**src/rtl/spi_pkg.sv**
```systemverilog
package spi_pkg;

  typedef enum logic [1:0] {
    A_CTRL = 2'd0,
    A_STAT = 2'd1,
    A_DATA = 2'd2
  } reg_addr_e;

  typedef struct packed {
    logic       dbl;
    logic       en;
    logic       lsb_first;
    logic       master;
    logic [1:0] mode;
    logic [1:0] presc;
  } ctrl_t;

  // log2 of the SCK half period in system clocks
  function automatic logic [2:0] half_log2(input logic [1:0] presc, input logic dbl);
    logic [2:0] b;
    case (presc)
      2'd0:    b = 3'd1;
      2'd1:    b = 3'd3;
      2'd2:    b = 3'd5;
      default: b = 3'd6;
    endcase
    return b - {2'b00, dbl};
  endfunction

endpackage

```
**src/rtl/spi_sync.sv**
```systemverilog
module spi_sync #(
  parameter int          W       = 1,
  parameter logic [W-1:0] RST_VAL = '0
) (
  input  logic         clk,
  input  logic         rst_n,
  input  logic [W-1:0] d_i,
  output logic [W-1:0] q_o
);
  logic [W-1:0] s0_q, s1_q;

  always_ff @(posedge clk or negedge rst_n) begin
    if (!rst_n) begin
      s0_q <= RST_VAL;
      s1_q <= RST_VAL;
    end else begin
      s0_q <= d_i;
      s1_q <= s0_q;
    end
  end

  assign q_o = s1_q;
endmodule

```
**src/rtl/spi_sckgen.sv**
```systemverilog
module spi_sckgen #(
  parameter int DIV_W = 6
) (
  input  logic       clk,
  input  logic       rst_n,
  input  logic       start_i,
  input  logic       stop_i,
  input  logic       end_i,
  input  logic       cpol_i,
  input  logic [2:0] half_log2_i,
  output logic       busy_o,
  output logic       sck_o,
  output logic       edge_o,
  output logic       lead_o
);
  logic [DIV_W-1:0] cnt_q, cnt_n, half_m1;
  logic [DIV_W:0]   span;
  logic             busy_q, busy_n, sck_q, sck_n, tick;

  always_comb begin
    span    = (DIV_W+1)'(1) << half_log2_i;
    half_m1 = span[DIV_W-1:0] - DIV_W'(1);
  end

  assign tick   = busy_q && (cnt_q == half_m1);
  assign edge_o = tick;
  assign lead_o = (sck_q == cpol_i);
  assign busy_o = busy_q;
  assign sck_o  = busy_q ? sck_q : cpol_i;

  always_comb begin
    busy_n = busy_q;
    cnt_n  = cnt_q;
    sck_n  = sck_q;
    if (stop_i) begin
      busy_n = 1'b0;
      cnt_n  = '0;
      sck_n  = cpol_i;
    end else if (!busy_q) begin
      cnt_n  = '0;
      sck_n  = cpol_i;
      busy_n = start_i;
    end else begin
      if (tick) begin
        cnt_n = '0;
        sck_n = ~sck_q;
      end else begin
        cnt_n = cnt_q + DIV_W'(1);
      end
      if (end_i) busy_n = 1'b0;
    end
  end

  always_ff @(posedge clk or negedge rst_n) begin
    if (!rst_n) begin
      busy_q <= 1'b0;
      cnt_q  <= '0;
      sck_q  <= 1'b0;
    end else begin
      busy_q <= busy_n;
      cnt_q  <= cnt_n;
      sck_q  <= sck_n;
    end
  end
endmodule

```
**src/rtl/spi_shifter.sv**
```systemverilog
module spi_shifter #(
  parameter int DATA_W = 8
) (
  input  logic              clk,
  input  logic              rst_n,
  input  logic              clr_i,
  input  logic              load_i,
  input  logic [DATA_W-1:0] load_data_i,
  input  logic              edge_i,
  input  logic              lead_i,
  input  logic              in_bit_i,
  input  logic              cpha_i,
  input  logic              lsb_i,
  output logic              out_bit_o,
  output logic              done_o,
  output logic [DATA_W-1:0] rx_o
);
  localparam int CNT_W = (DATA_W > 2) ? $clog2(DATA_W) : 1;
  localparam logic [CNT_W-1:0] LAST = CNT_W'(DATA_W - 1);

  logic [DATA_W-1:0] tx_q, tx_n, rx_q, rx_n;
  logic [CNT_W-1:0]  cnt_q, cnt_n;
  logic              samp, setp, trail;

  assign samp      = edge_i & (lead_i ^ cpha_i);
  assign setp      = edge_i & ~(lead_i ^ cpha_i);
  assign trail     = edge_i & ~lead_i;
  assign done_o    = ~clr_i & trail & (cnt_q == LAST);
  assign out_bit_o = lsb_i ? tx_q[0] : tx_q[DATA_W-1];
  assign rx_o      = rx_n;

  always_comb begin
    tx_n  = tx_q;
    rx_n  = rx_q;
    cnt_n = cnt_q;
    if (clr_i) begin
      cnt_n = '0;
    end else begin
      if (samp)
        rx_n = lsb_i ? {in_bit_i, rx_q[DATA_W-1:1]} : {rx_q[DATA_W-2:0], in_bit_i};
      // with late sampling the first leading edge only presents bit 0
      if (setp && !(cpha_i && cnt_q == '0))
        tx_n = lsb_i ? {1'b0, tx_q[DATA_W-1:1]} : {tx_q[DATA_W-2:0], 1'b0};
      if (trail) cnt_n = (cnt_q == LAST) ? '0 : cnt_q + CNT_W'(1);
    end
    if (load_i) tx_n = load_data_i;
  end

  always_ff @(posedge clk or negedge rst_n) begin
    if (!rst_n) begin
      tx_q  <= '0;
      rx_q  <= '0;
      cnt_q <= '0;
    end else begin
      tx_q  <= tx_n;
      rx_q  <= rx_n;
      cnt_q <= cnt_n;
    end
  end
endmodule

```
**src/rtl/spi_ctl.sv**
```systemverilog
module spi_ctl
  import spi_pkg::*;
#(
  parameter int DATA_W = 8,
  parameter int DIV_W  = 6
) (
  input  logic              clk,
  input  logic              rst_n,
  input  logic [1:0]        reg_addr,
  input  logic              reg_wr,
  input  logic              reg_rd,
  input  logic [DATA_W-1:0] reg_wdata,
  output logic [DATA_W-1:0] reg_rdata,
  input  logic              sck_i,
  output logic              sck_o,
  output logic              sck_oe,
  input  logic              ss_n_i,
  output logic              ss_n_o,
  input  logic              mosi_i,
  output logic              mosi_o,
  input  logic              miso_i,
  output logic              miso_o,
  output logic              miso_oe
);
  logic [1:0]        rst_q;
  logic              rst_s;
  ctrl_t             ctrl_q, ctrl_n;
  logic [DATA_W-1:0] data_q, data_n, rx;
  logic              if_q, if_n, wcol_q, wcol_n, arm_q, arm_n;
  logic              ss_s, sck_s, mosi_s, sck_p;
  logic              mst, s_act, fault, busy, wr_data, rd_data, rd_stat;
  logic              m_busy, m_sck, m_edge, m_lead, done, out_bit;
  logic              e_edge, e_lead, e_in, e_clr;

  // reset asserted at once, released on a clock edge
  always_ff @(posedge clk or negedge rst_n) begin
    if (!rst_n) rst_q <= 2'b00;
    else        rst_q <= {rst_q[0], 1'b1};
  end
  assign rst_s = rst_q[1];

  spi_sync #(.W(3), .RST_VAL(3'b100)) u_sync (
    .clk(clk), .rst_n(rst_s),
    .d_i({ss_n_i, sck_i, mosi_i}), .q_o({ss_s, sck_s, mosi_s})
  );

  assign mst     = ctrl_q.en & ctrl_q.master;
  assign s_act   = ctrl_q.en & ~ctrl_q.master & ~ss_s;
  assign fault   = mst & ~ss_s;
  assign busy    = m_busy | s_act;
  assign wr_data = reg_wr & (reg_addr == A_DATA);
  assign rd_data = reg_rd & (reg_addr == A_DATA);
  assign rd_stat = reg_rd & (reg_addr == A_STAT);

  spi_sckgen #(.DIV_W(DIV_W)) u_sckgen (
    .clk(clk), .rst_n(rst_s),
    .start_i(wr_data & ~fault), .stop_i(~mst), .end_i(done & mst),
    .cpol_i(ctrl_q.mode[1]), .half_log2_i(half_log2(ctrl_q.presc, ctrl_q.dbl)),
    .busy_o(m_busy), .sck_o(m_sck), .edge_o(m_edge), .lead_o(m_lead)
  );

  assign e_edge = mst ? m_edge : (s_act & (sck_s != sck_p));
  assign e_lead = mst ? m_lead : (sck_s != ctrl_q.mode[1]);
  assign e_in   = mst ? miso_i : mosi_s;
  assign e_clr  = mst ? ~m_busy : ~s_act;

  spi_shifter #(.DATA_W(DATA_W)) u_shift (
    .clk(clk), .rst_n(rst_s), .clr_i(e_clr),
    .load_i(wr_data & ~busy), .load_data_i(reg_wdata),
    .edge_i(e_edge), .lead_i(e_lead), .in_bit_i(e_in),
    .cpha_i(ctrl_q.mode[0]), .lsb_i(ctrl_q.lsb_first),
    .out_bit_o(out_bit), .done_o(done), .rx_o(rx)
  );

  always_comb begin
    ctrl_n = ctrl_q;
    if (reg_wr && reg_addr == A_CTRL) ctrl_n = ctrl_t'(reg_wdata);
    if (fault) ctrl_n.master = 1'b0;

    data_n = data_q;
    if (wr_data && !busy) data_n = reg_wdata;
    if (done)             data_n = rx;

    if_n   = if_q;
    wcol_n = wcol_q;
    arm_n  = arm_q;
    if (rd_stat && (if_q || wcol_q)) arm_n = 1'b1;
    if (rd_data) begin
      arm_n = 1'b0;
      if (arm_q) begin
        if_n   = 1'b0;
        wcol_n = 1'b0;
      end
    end
    if (done)            if_n   = 1'b1;
    if (wr_data && busy) wcol_n = 1'b1;
  end

  always_ff @(posedge clk or negedge rst_s) begin
    if (!rst_s) begin
      ctrl_q <= '0;
      data_q <= '0;
      if_q   <= 1'b0;
      wcol_q <= 1'b0;
      arm_q  <= 1'b0;
      sck_p  <= 1'b0;
    end else begin
      ctrl_q <= ctrl_n;
      data_q <= data_n;
      if_q   <= if_n;
      wcol_q <= wcol_n;
      arm_q  <= arm_n;
      sck_p  <= sck_s;
    end
  end

  always_comb begin
    case (reg_addr_e'(reg_addr))
      A_CTRL:  reg_rdata = ctrl_q;
      A_STAT:  reg_rdata = {if_q, wcol_q, {(DATA_W-2){1'b0}}};
      A_DATA:  reg_rdata = data_q;
      default: reg_rdata = '0;
    endcase
  end

  assign sck_o   = mst ? m_sck : ctrl_q.mode[1];
  assign sck_oe  = mst;
  assign ss_n_o  = ~(mst & m_busy);
  assign mosi_o  = mst & out_bit;
  assign miso_o  = out_bit;
  assign miso_oe = s_act;
endmodule

```
**config.mk**
```make
export PLATFORM = sky130hd
export DESIGN_NAME = spi_ctl
export DESIGN_NICKNAME = d
export VERILOG_FILES = /design/src/rtl/spi_pkg.sv /design/src/rtl/spi_sync.sv /design/src/rtl/spi_sckgen.sv /design/src/rtl/spi_shifter.sv /design/src/rtl/spi_ctl.sv
export SDC_FILE = /design/constraint.sdc
export NUM_CORES = 1
export LEC_CHECK = 0
export ABC_AREA = 0
export CAP_MARGIN = 40
export CELL_PAD_IN_SITES_DETAIL_PLACEMENT = 0
export CELL_PAD_IN_SITES_GLOBAL_PLACEMENT = 1
export CORE_ASPECT_RATIO = 1.75
export CORE_MARGIN = 5
export CORE_UTILIZATION = 40
export DETAILED_ROUTE_END_ITERATION = 6
export MAX_ROUTING_LAYER = met4
export PLACE_DENSITY_LB_ADDON = 0.25
export SLEW_MARGIN = 20
export SYNTH_ARGS = -nofsm -noshare
export SYNTH_HDL_FRONTEND = slang
export SYNTH_SLANG_ARGS = --single-unit
```
**constraint.sdc**
```tcl
create_clock -name clk -period 2.3 [get_ports clk]
set_clock_uncertainty 0.2 [all_clocks]
set_input_delay 0.345 -clock clk [delete_from_list [all_inputs] [get_ports clk]]
set_output_delay 0.345 -clock clk [all_outputs]
set_load 0.01 [all_outputs]
```
* Word-level counts from Yosys, hierarchy flattened
Index checks and enable logic that the tools add are counted.
** Word-level totals
- Register bits after elaboration :: 55
- Bits in latches :: 0
- RAM bits :: 0
- Bits in read-only memories :: 0
- Input port bits :: 18
- Output and inout bits :: 14
- Word-level logic and storage cells :: 130
- Memories kept :: 0
** Operators by class
- Add/subtract/negate cells :: 4
- Multipliers :: 0
- Div/mod/pow operators :: 0
- $lt $le $gt $ge :: 0
- Equality and inequality tests :: 11
- Shifts and indexed selects :: 1
- Multiplexer cells :: 38
- Bitwise gates (word level) :: 31
- Reductions and logical operators :: 25
** Operators by type and width (count)
- 2-to-1 mux 8 bit :: 9
- one-hot mux 8 bit (3 select lines) :: 1
- 2-to-1 mux 1 bit :: 20
- bitwise AND 1 bit :: 18
- 2-to-1 mux 6 bit :: 3
- nonzero test 2 bit :: 9
- NOT 1 bit :: 11
- 2-to-1 mux 3 bit :: 3
- one-hot mux 3 bit (3 select lines) :: 1
- logical AND 1 bit :: 7
- adder 6 x 1 -> 6 bit, second input constant :: 1
- equality test 6 bit :: 1
- AND reduction 2 bit :: 3
- << shifter 1 x 3 -> 6 bit, first input constant :: 1
- subtractor 6 x 1 -> 6 bit, second input constant :: 1
- 2-to-1 mux 5 bit :: 1
- equality test 2 x 1 -> 1 bit, second input constant :: 2
- equality test 2 bit, second input constant :: 2
- logical NOT 2 bit :: 2
- adder 3 x 1 -> 3 bit, second input constant :: 1
- equality test 3 bit, second input constant :: 1
- logical NOT 3 bit :: 1
- inequality test 3 bit, second input constant :: 1
- subtractor 3 x 1 -> 3 bit :: 1
- other kinds (7) :: 9

* Longest topological paths before layout
- Depth after elaboration :: 15
- Gate-level depth with buffers :: 12
- Gate-level depth less buffers :: 9

* By module
Synthesis repeated with hierarchy kept, for this count alone.
** Unflattened totals
- Cells, all modules :: 304
- Area total of the unflattened synthesis :: 3086.7 µm²
** By module, submodules not included
- spi_ctl :: instances 1, cells an instance 133, area an instance 1285.0 µm²
- spi_shifter :: instances 1, cells an instance 106, area an instance 1119.8 µm²
- spi_sckgen :: instances 1, cells an instance 59, area an instance 529.3 µm²
- spi_sync :: instances 1, cells an instance 6, area an instance 152.6 µm²

* Worst setup path after synthesis
OpenSTA, ideal clock, no wires.
- Path type :: reg2reg
- From :: register ctrl_q[0] in the netlist's numbering
- To :: register u_shift.rx_q[0]
- Setup time :: 0.127 ns
- Arrival time :: 2.777 ns
- Setup slack :: -0.804 ns
- Stages on the path, launching flop included :: 12
- Period minus slack after synthesis :: 3.104 ns
- Cells stage by stage :: dfrtp_1 > clkbuf_1 > and2_1 > ha_1 > or3_1 > a21oi_1 > a221o_1 > o2111ai_2 > o21ai_2 > nor2b_1 > buf_4 > mux2_1
** Between the ends
- Longest elaborated chain between the ends :: 11
- Elaborated cells on any way between the ends :: 13
** Ends and longest elaborated chain
- start: declaration :: RTL line spi_ctl.sv:27 : ctrl_t ctrl_q, ctrl_n;
- start signal: assignment :: RTL line spi_ctl.sv:108 : ctrl_q <= ctrl_n;
- equality test 2 bit (tied with other cells) :: RTL line spi_pkg.sv:21 : case (presc)
- one-hot mux 3 bit (3 select lines) (*) :: RTL line spi_pkg.sv:21
- subtractor 3 x 1 -> 3 bit (*) :: RTL line spi_pkg.sv:27 : return b - {2'b00, dbl};
- << shifter 1 x 3 -> 6 bit (*) :: RTL line spi_sckgen.sv:21 : span = (DIV_W+1)'(1) << half_log2_i;
- subtractor 6 x 1 -> 6 bit (*) :: RTL line spi_sckgen.sv:22 : half_m1 = span[DIV_W-1:0] - DIV_W'(1);
- equality test 6 bit (*) :: RTL line spi_sckgen.sv:25 : assign tick = busy_q && (cnt_q == half_m1);
- logical AND 1 bit (*) :: RTL line spi_sckgen.sv:25
- 2-to-1 mux 1 bit (*) :: RTL line spi_ctl.sv:62 : assign e_edge = mst ? m_edge : (s_act & (sck_s != sck_p));
- bitwise AND 1 bit (*) :: RTL line spi_shifter.sv:25 : assign samp = edge_i & (lead_i ^ cpha_i);
- 2-to-1 mux 8 bit (*) :: RTL line spi_shifter.sv:39 : if (samp)
- 2-to-1 mux 8 bit (*) :: RTL line spi_shifter.sv:36 : if (clr_i) begin
- via rx[0] :: RTL line spi_ctl.sv:28 : logic [DATA_W-1:0] data_q, data_n, rx;
- end signal: assignment :: RTL line spi_shifter.sv:56 : rx_q <= rx_n;
- end: declaration :: RTL line spi_shifter.sv:21 : logic [DATA_W-1:0] tx_q, tx_n, rx_q, rx_n;
The timed path passes the listed nets; every way through them passes the cells marked *.
A chain may end at the register's enable or synchronous reset.

* Worst setup path after layout
- From :: register ctrl_q[0] in the netlist's numbering
- To :: register u_shift.rx_q[7]
The elaborated chain is that of the path after synthesis.

==> tab_implementation.tex <==
\begin{tabular}{lr}
\hline
Metric & Value \\
\hline
\multicolumn{2}{l}{\textbf{Logic synthesis}} \\
Sequential share of the synthesized area & 0.415 \\
Top post-synthesis cells by area & dfrtp\_1, mux2\_2, mux2i\_1 \\
Ys async rst share & 1.00 \\
Fraction of synthesized cell area taken by the top area cell type & 0.399 \\
Number of synthesized register bits & 55 \\
Cell Area, Synth & 0.00332 sq mm \\
Predominant post-synthesis flop cell & dfrtp\_1 \\
Number of enable-type register cells in the synthesized netlist & 0 \\
Yosys top cell by area & dfrtp\_1 \\
Synth unique cells & 64 \\
Syn Nets & 336 \\
Post-Synthesis Cells & 313 \\
Synth Area per Inst & 10.6 sq um \\
Warning count from the yosys run & 0 \\
\multicolumn{2}{l}{\textbf{Cells and area}} \\
Fin nets & 408 \\
Proportion of layout cells with a drive suffix above 1 & 0.347 \\
Leading cell type in the layout, fill and taps excluded & dfrtp\_1 \\
Seq. cell area & 0.00138 sq mm \\
N\_diodes & 0 \\
Most frequent cells in the layout & dfrtp\_1, buf\_4, mux2\_2 \\
Layout area overhead & 33.1\% \\
Fill cells & 739 \\
Post-layout instance area & 0.00442 sq mm \\
Area taken by multi-input logic gates & 0.00199 sq mm \\
\multicolumn{2}{l}{\textbf{Job}} \\
Number of max-cap violations & 0 \\
\multicolumn{2}{l}{\textbf{Routing}} \\
Drt first pass iters & 4 \\
Detail Route Antenna Nets & 0 \\
Total via count after detailed routing & 2,699 \\
Routed WL & 8790 microns \\
DRT iter0 DRCs & 98 \\
Wirelength per Cell & 18.4 microns \\
DRC & 0 \\
Drt via density & 5.65 \\
\multicolumn{2}{l}{\textbf{Placed design}} \\
Area post-placement & 0.00405 sq mm \\
Routability Congestion & 0.870 \\
IO Port Bufs & 31 \\
Dpl hpwl & 6580 microns \\
\multicolumn{2}{l}{\textbf{CTS}} \\
Clock Pin Slew Worst Setup and Hold Paths & 70 ps \\
CTS H-Tree Depth & 2 \\
CTS Buffer Depth & 2 \\
Number of buffers added to fix hold violations after cts & 0 \\
Clock tree from TritonCTS & done \\
Worst-Skew Late Latency & 300 ps \\
CTS root buf & clkbuf\_16 \\
Number of buffers created by CTS & 5 \\
Clock sink count & 55 \\
\multicolumn{2}{l}{\textbf{Critical path}} \\
Worst EP required & 2280 ps \\
Crit-path max FO & 8 \\
Arrival time of the worst setup path & 2760 ps \\
Crit path capture type & register \\
Crit path launch type & register \\
Largest stage delay on the critical path & 390 ps \\
CP Cell Sequence & and2\_4 -> ha\_4 -> or3\_1 -> a21oi\_2 -> a221o\_1 -> o2111ai\_4 -> o21ai\_2 -> nor2b\_4 -> buf\_8 -> mux2\_4 \\
Bufs and invs on worst path & 1 \\
Family with the most delay on the worst path & simple AND/OR/NAND/NOR gates \\
Register-to-Register Setup Slack & -480 ps \\
Cell with the biggest individual delay on the critical path & or3\_1 \\
Kind of critical path & register to register \\
\multicolumn{2}{l}{\textbf{Timing}} \\
Final Hold Vio Count & 0 \\
Final critical-path required period & 2780 ps \\
Relative slew margins & 0.544 \\
Worst hold slack across all endpoints & 11.0 ps \\
Slew of the pin with the lowest slew margin & 683 ps \\
Max Transition Viols Final & 0 \\
Setup TNS & -13,060 ps \\
Setup-failing EPs final & 36 \\
RSZ-0062 raised after global routing & true \\
Maximum clock rate & 360 MHz \\
Share of the cycle needed by the critical path after routing & 1.21 \\
Setup slack after layout & -478 ps \\
\multicolumn{2}{l}{\textbf{Global route}} \\
Pin count of the biggest net entering global routing & 54 \\
Overflow after GRT & 0 \\
First-pass GRT wire length & 13,900 microns \\
Number of global-route vias before repair & 2,763 \\
Global routing usage summed across all routing layers & 0.183 \\
Number of antenna violations at the first check in global routing & 0 \\
\multicolumn{2}{l}{\textbf{Run status}} \\
Run status & finished, violations left \\
Violated checks & setup timing \\
\multicolumn{2}{l}{\textbf{Power}} \\
Power, Total & 3.38 mW \\
Peak VDD IR & 468 uV \\
Power Density & 763 mW/mm\^{}2 \\
Leak pwr & 2.01 nW \\
\multicolumn{2}{l}{\textbf{Floorplanning}} \\
Site Rows & 44 \\
Core area & 0.00820 sq mm \\
Die Height & 131 microns \\
Overall die width & 78.9 microns \\
Num ports & 32 \\
Starting utilization of the core area & 0.405 \\
Die area & 0.0103 sq mm \\
\multicolumn{2}{l}{\textbf{Min path}} \\
Hold Crit Class & input port to asynchronous set/reset pin \\
\hline
\end{tabular}
[per-layer routing]
layer  vias up  GRT usage  routed length (microns)
met3        25     0.0240                      228
met2        48      0.345                     4910
met1      1345      0.185                     3280
met5         -          -                        0
li1       1281          -                        -
met4         0     0.0901                      371
[cell type report]
type / count / area share
Multi-Input combinational cell: 232 / 0.451
Sequential cell: 55 / 0.312
Timing Repair Buffer: 82 / 0.160
Clock buffer: 5 / 0.0283
Tap cell: 92 / 0.0260
Clock inverter: 3 / 0.0153
Inverter: 9 / 0.00764
[metrics by stage]
stage / worst slack [ps] / utilization / std cells
2_1_floorplan: -633 / - / 313
3_3_place_gp: -557 / 0.494 / 467
3_5_place_dp: -534 / 0.494 / 467
4_1_cts: -452 / 0.531 / 477
5_1_grt: -556 / 0.539 / 478
6_report: -478 / 0.539 / 478
[what timing repair did]
action,in CTS,in global routing
gates resized for setup,36,15
endpoints found under the setup margin,47,38
pin swaps,5,21
buffers inserted,2,3
[registers in the layout, indices dropped and copies added (netlist names), 2 cells and up]
signal,cells
u_shift.tx_q,8
ctrl_q,8
u_shift.cnt_q,3
rst_q,2
u_sckgen.cnt_q,6
u_sync.s0_q,3
data_q,8
u_sync.q_o,3
u_shift.rx_q,8
[power breakdown]
| group | leakage [nW] | total (mW) | internal (mW) | switching, mW |
|---|---|---|---|---|
| clock | 0.0900 | 0.989 | 0.624 | 0.365 |
| combinational | 1.22 | 1.15 | 0.594 | 0.559 |
| sequential | 0.698 | 1.23 | 1.11 | 0.123 |
[Yosys cell counts, types with 4 or more instances]
master / number
dfrtp_1: 53
mux2_2: 23
nand2_1: 21
nor2_1: 18
mux2i_1: 17
and2_1: 14
o21ai_0: 12
a21oi_1: 11
a221o_1: 10
inv_1: 9
mux2_1: 8
clkbuf_1: 7
nand2b_1: 7
nand3_1: 7
o21bai_1: 7
a31o_2: 6
xor2_1: 6
ha_1: 5
nand3b_1: 5
nor2b_1: 4
[worst paths after layout]
kind | endpoint | startpoint | cells after the start
setup / recovery | u_shift.rx_q[7]$_DFF_PN0_ | ctrl_q[0]$_DFFE_PN0P_ | 10
hold / removal | rst_q[0]$_DFF_PN0_ | rst_n | 1
setup reg to reg | u_shift.rx_q[7]$_DFF_PN0_ | ctrl_q[0]$_DFFE_PN0P_ | 10
hold reg to reg | u_sync.q_o[0]$_DFF_PN0_ | u_sync.s0_q[0]$_DFF_PN0_ | 0
max in group asynchronous | u_shift.tx_q[4]$_DFFE_PN0P_ | rst_q[1]$_DFF_PN0_ | 1
min in group clk | u_sync.q_o[0]$_DFF_PN0_ | u_sync.s0_q[0]$_DFF_PN0_ | 0
[cells by family after synthesis]
family | after synthesis | share of synthesized area
buffers and inverters | 26 | 0.0395
AND/OR/NAND/NOR | 98 | 0.165
adder cells (fa/ha/maj) | 5 | 0.0188
XOR/XNOR | 11 | 0.0392
flip-flops | 55 | 0.415
AO/OA/AOI/OAI | 68 | 0.160
multiplexers | 49 | 0.161
other | 1 | 0.00113
(Power assumes the default switching activity.)
